[config.mk]
export PLATFORM = sky130hd
export DESIGN_NAME = dual_oneshot
export DESIGN_NICKNAME = d
export VERILOG_FILES = /design/src/rtl/oneshot_pkg.sv /design/src/rtl/os_sync2.sv /design/src/rtl/os_edge_qual.sv /design/src/rtl/os_pulse_timer.sv /design/src/rtl/dual_oneshot.sv
export SDC_FILE = /design/constraint.sdc
export NUM_CORES = 1
export LEC_CHECK = 0
export ABC_AREA = 1
export BUFFER_PORTS_ARGS = -buffer_cell sky130_fd_sc_hd__buf_2
export CAP_MARGIN = 0
export CORE_ASPECT_RATIO = 1.1
export CORE_MARGIN = 2
export CORE_UTILIZATION = 55
export CTS_BUF_LIST = sky130_fd_sc_hd__clkbuf_8
export DETAILED_ROUTE_END_ITERATION = 8
export PLACE_DENSITY_LB_ADDON = 0.15
export SETUP_SLACK_MARGIN = 0.3
export SLEW_MARGIN = 20
export SYNTH_ARGS = -nofsm -noshare
export SYNTH_HDL_FRONTEND = slang
export SYNTH_HIERARCHICAL = 1
export SYNTH_SLANG_ARGS = --single-unit
[constraint.sdc]
create_clock -name clk -period 1.86 [get_ports clk]
set_input_delay 0.558 -clock clk [delete_from_list [all_inputs] [get_ports clk]]
set_output_delay 0.558 -clock clk [all_outputs]
set_load 0.01 [all_outputs]
[src/rtl/oneshot_pkg.sv]
package oneshot_pkg;
  // Synchronized view of one channel's control inputs
  typedef struct packed {
    logic a_n;    // active-low trigger/gate
    logic b;      // active-high trigger/gate
    logic clr_n;  // active-low clear
  } trig_in_t;

  localparam int TRIG_W = $bits(trig_in_t);
  // Idle level of the inputs: a_n high, b low, clear released
  localparam trig_in_t TRIG_IDLE = '{a_n: 1'b1, b: 1'b0, clr_n: 1'b1};
endpackage

[src/rtl/os_sync2.sv]
module os_sync2 #(
  parameter int            W       = 1,
  parameter logic [W-1:0]  RST_VAL = '0
) (
  input  logic         clk,
  input  logic         rst,
  input  logic [W-1:0] d,
  output logic [W-1:0] q
);
  logic [W-1:0] stage1;

  always_ff @(posedge clk) begin
    if (rst) begin
      stage1 <= RST_VAL;
      q      <= RST_VAL;
    end else begin
      stage1 <= d;
      q      <= stage1;
    end
  end
endmodule

[src/rtl/os_edge_qual.sv]
module os_edge_qual
  import oneshot_pkg::*;
(
  input  logic     clk,
  input  logic     rst,
  input  trig_in_t cur,
  output logic     fire,
  output logic     clr_low
);
  trig_in_t prev;

  always_ff @(posedge clk) begin
    if (rst) prev <= TRIG_IDLE;
    else     prev <= cur;
  end

  logic b_rise, a_fall, clr_rise;

  always_comb begin
    b_rise   = cur.b & ~prev.b & ~cur.a_n;
    a_fall   = prev.a_n & ~cur.a_n & cur.b;
    clr_rise = cur.clr_n & ~prev.clr_n & ~cur.a_n & cur.b;
    clr_low  = ~cur.clr_n;
    fire     = b_rise | a_fall | clr_rise;
  end
endmodule

[src/rtl/os_pulse_timer.sv]
module os_pulse_timer #(
  parameter int DUR_W = 16
) (
  input  logic             clk,
  input  logic             rst,
  input  logic             fire,
  input  logic             clr_low,
  input  logic [DUR_W-1:0] dur,
  output logic             q,
  output logic             q_n
);
  logic [DUR_W-1:0] remain;

  always_ff @(posedge clk) begin
    if (rst || clr_low) begin
      remain <= '0;
      q      <= 1'b0;
      q_n    <= 1'b1;
    end else if (fire) begin
      remain <= dur;
      q      <= (dur != '0);
      q_n    <= (dur == '0);
    end else if (remain > DUR_W'(1)) begin
      remain <= remain - DUR_W'(1);
    end else begin
      remain <= '0;
      q      <= 1'b0;
      q_n    <= 1'b1;
    end
  end
endmodule

[src/rtl/dual_oneshot.sv]
module dual_oneshot
  import oneshot_pkg::*;
#(
  parameter int NCH   = 2,
  parameter int DUR_W = 16
) (
  input  logic                 clk,
  input  logic                 rst,
  input  logic [NCH-1:0]       trig_a_n,
  input  logic [NCH-1:0]       trig_b,
  input  logic [NCH-1:0]       clr_n,
  input  logic [NCH*DUR_W-1:0] dur,
  output logic [NCH-1:0]       q,
  output logic [NCH-1:0]       q_n
);
  genvar ch;
  generate
    for (ch = 0; ch < NCH; ch++) begin : g_chan
      trig_in_t raw_in, sync_in;
      logic     fire, clr_low;

      assign raw_in = '{a_n: trig_a_n[ch], b: trig_b[ch], clr_n: clr_n[ch]};

      os_sync2 #(.W(TRIG_W), .RST_VAL(TRIG_IDLE)) u_sync (
        .clk (clk),
        .rst (rst),
        .d   (raw_in),
        .q   (sync_in)
      );

      os_edge_qual u_qual (
        .clk     (clk),
        .rst     (rst),
        .cur     (sync_in),
        .fire    (fire),
        .clr_low (clr_low)
      );

      os_pulse_timer #(.DUR_W(DUR_W)) u_timer (
        .clk     (clk),
        .rst     (rst),
        .fire    (fire),
        .clr_low (clr_low),
        .dur     (dur[ch*DUR_W +: DUR_W]),
        .q       (q[ch]),
        .q_n     (q_n[ch])
      );
    end
  endgenerate
endmodule

==> impl_summary.txt <==
----------------------------------------------------
[Setup path]
  CP cell instances ... inv_2 -> ha_4 -> inv_1 -> nand2_1 -> nand2_1 -> nor2_2 -> a21oi_4 -> buf_6 -> nand3_1 -> a21oi_2
  Kind of end point of the critical path ... flip-flop
  CP Launch Type ... flip-flop
  Setup Crit Path Kind ... flip-flop to flip-flop
  CP Data Arrival Time ... 1.70 ns
  Most repeated library cell on the critical path ... sky130_fd_sc_hd__nand2_1
  Largest fanout on the critical path ... 8
  Count of buffer and inverter cells on the critical path ... 3
  Startpoint of the lowest-slack register-to-register path ... g_chan[0].u_timer/remain[0]
  Required time at the endpoint of the critical path ... 2.11 ns
  CP max stage delay ... 0.35 ns
  Critical path origin ... g_chan[0].u_timer/remain[0]
  Cell family contributing the most delay on the critical path ... flip-flops
  Slowest stage cell, crit path ... sky130_fd_sc_hd__dfxtp_2

[Timing]
  Worst Max-Slew Pin Slew ... 0.304 ns
  Fin. Hold Viols ... 0
  Worst slew slack as a fraction of its limit ... 0.797
  Max Freq ... 0.689 GHz
  Endpoints failing setup ... 0
  Max-slew violations ... 0
  Worst Hold Margin ... 0.414 ns
  Setup repair after global routing missed its margin ... true
  Final sum of negative setup slack ... 0 ns
  Worst Clk Skew ... 0.00678 ns
  Post-route clock period utilization ... 0.781
  Time the worst path needs with I/O delays and setup ... 1.45 ns

[Final layout]
  Number of nets in the finished design ... 519
  Post-Layout Cell Count ... 532
  Growth of design area from synthesis to finish ... 18.2%
  Most frequent cells in the layout ... sky130_fd_sc_hd__nand2_1, sky130_fd_sc_hd__nor2_1, sky130_fd_sc_hd__inv_1
  Layout cells sized above 1 ... 0.195
  Ant diodes ... 0
  Leading cell type in the layout, fill and taps excluded ... sky130_fd_sc_hd__nand2_1

[GRT]
  All-layer global routing usage ... 0.225
  Met2 Use GR ... 0.395
  Met3 demand-to-capacity share in global routing ... 0.0429
  Total gr overflow ... 0
  Number of global-route vias before repair ... 2457
  Largest net degree at the start of global routing ... 19
  First-pass GRT wire length ... 10100 um
  Layer with the highest usage after global routing ... met2
  Initial antenna violation count ... 0
  Met1 track demand over resource ... 0.267

[Detailed routing]
  Vias per Instance ... 4.96
  Final wirelength ... 5990 um
  Iteration-0 DRC Markers ... 152
  Remaining design rule violation count ... 0
  Via count ... 2637
  Routed Antenna Nets ... 0
  Routed wire length per instance ... 11.3 um
  Number of search-and-repair iterations in the first detailed-routing pass ... 4

[Power and ir drop]
  Share of total power in the clock network ... 0.154
  Power dissipated by switching net loads ... 0.00236 W
  Maximum VDD drop ... 0.867 mV
  Sequential fraction of design power ... 0.308
  Part of the power in combinational logic ... 0.538
  Power density over the cells ... 1650 nW/um^2
  Fraction of power spent switching nets ... 0.443
  Pleak ... 1.66 nW
  Internal power component ... 0.00297 W

[CTS]
  Register clock-pin slew on the reported worst setup and hold paths ... 0.10 ns
  Clk sinks ... 54
  Skew-Pair Late Insertion Delay ... 0.31 ns
  Hold_buf cts ... 0
  Number of buffers created by CTS ... 5
  CTS tree ... yes
  Longest Clk Path Bufs ... 2
  CTS H-Tree Depth ... 2
  Clock Root Buffer ... sky130_fd_sc_hd__clkbuf_8

[Worst hold path]
  Hold path startpoint ... trig_a_n[1]
  Path category of the worst min-delay check ... input port to flip-flop

[Logic synthesis]
  Average instance area after synthesis ... 6.48 um^2
  Library cells used by synthesis ... 20
  Post-synthesis sequential area ratio ... 0.396
  Area of the mapped netlist ... 2730 um^2
  Total number of yosys warnings ... 6
  Synth Instances ... 421
  Post-synth net total ... 465
  Flop and latch count out of synthesis ... 54

[Placed design]
  Total placed cells including tap cells ... 522
  Port Buffers ... 43
  Last weighted congestion value of the routability-driven placer ... 0.877
  Detail Placement HPWL ... 4430 um

[Die]
  Overall die area ... 5540 um^2
  Horizontal die dimension ... 71.1 um
  Die span in y ... 77.9 um
  I/O pin total ... 44
  Cell Rows ... 26
  Initial core utilization ... 0.578
  Floorplan Core Area ... 4720 um^2

[Job]
  Max Cap Viol ... 0

[Run status]
  Status ... finished, final reports clean

----------------------------------------------------
final timing paths:
| path | end | slack (ns) | cells past startpoint |
|---|---|---|---|
| setup reg to reg | g_chan[0].u_timer/remain[9] | 0.41 | 10 |
| hold reg to reg | g_chan[0].u_sync/q[1] | 0.42 | 2 |
| setup / recovery | g_chan[0].u_timer/remain[9] | 0.41 | 10 |
| hold / removal | g_chan[1].u_sync/stage1[2] | 0.41 | 3 |
layout make-up:
type | count | area [um^2]
Clock inverter | 3 | 47.5
Sequential cell | 54 | 1080
Timing Repair Buffer | 55 | 318
Tap cell | 56 | 70.1
Fill cell | 440 | 1490
Multi-Input combinational cell | 296 | 1400
Clock buffer | 5 | 68.8
Inverter | 63 | 236
cell usage after synthesis, drive strengths merged:
| cell | number | area share |
|---|---|---|
| buf | 4 | 0.012 |
| clkinv | 2 | 0.0028 |
| nor2 | 70 | 0.10 |
| ha | 4 | 0.018 |
| xnor2 | 2 | 0.0064 |
| nand4 | 4 | 0.0092 |
| o21ai | 3 | 0.0055 |
| clkbuf | 4 | 0.0055 |
| xor2 | 10 | 0.032 |
| nand2 | 135 | 0.19 |
| nand3 | 30 | 0.055 |
| inv | 61 | 0.084 |
| a21oi | 38 | 0.081 |
| dfxtp | 54 | 0.40 |
registers in the layout, indices dropped and copies added (netlist names):
register and count:
g_chan.u_qual/prev 6, g_chan.u_timer/q 2, g_chan.u_timer/q_n 2, g_chan.u_timer/remain 32, g_chan.u_sync/stage1 6, g_chan.u_sync/q 6
power groups by stage:
stage | registers [W] | clock network [W] | logic (W)
floorplan | 0.00160 | 0 | 0.00214
global placement | 0.00165 | 0 | 0.00257
detailed placement | 0.00166 | 0 | 0.00262
CTS | 0.00163 | 0.000841 | 0.00264
global route | 0.00167 | 0.000886 | 0.00332
finish | 0.00164 | 0.000823 | 0.00287
stage by stage:
stage / setup slack [ns] / cell area [um^2] / utilization / power [W]
2_1_floorplan: 0.458 / 2730 / - / 0.00374
3_3_place_gp: 0.428 / 3040 / 0.645 / 0.00422
3_5_place_dp: 0.404 / 3040 / 0.645 / 0.00428
4_1_cts: 0.369 / 3160 / 0.669 / 0.00511
5_1_grt: 0.281 / 3220 / 0.684 / 0.00588
6_report: 0.408 / 3220 / 0.684 / 0.00533
worst register-to-register path, delay by kind of cell (launching register included):
kind	cells	cell delay (ns)
DFF	1	0.35
AOI/OAI and AO/OA	2	0.33
buffers and inverters	3	0.28
and+or+nand+nor	4	0.28
adders and majority gates	1	0.16
logic make-up (layout without fill, tap and decap cells):
logic type	count (synthesis)	in the layout	synth area share
buf+inv	71	126	0.104
flops	54	54	0.396
fa+ha+maj	4	4	0.0183
simple gates	239	239	0.356
xor+xnor	12	12	0.0385
compound gates	41	41	0.0862
repair_timing:
action,in CTS,in global routing
resized for setup,0,19
setup endpoints to repair,0,36
buffers inserted,0,0
metal layers:
layer | part of all wire | vias up
li1 | - | 1393
met1 | 0.41 | 1163
met2 | 0.52 | 71
met3 | 0.050 | 10
met4 | 0.020 | 0
met5 | 0 | -
No activity file was read; power rests on OpenSTA's default activity.
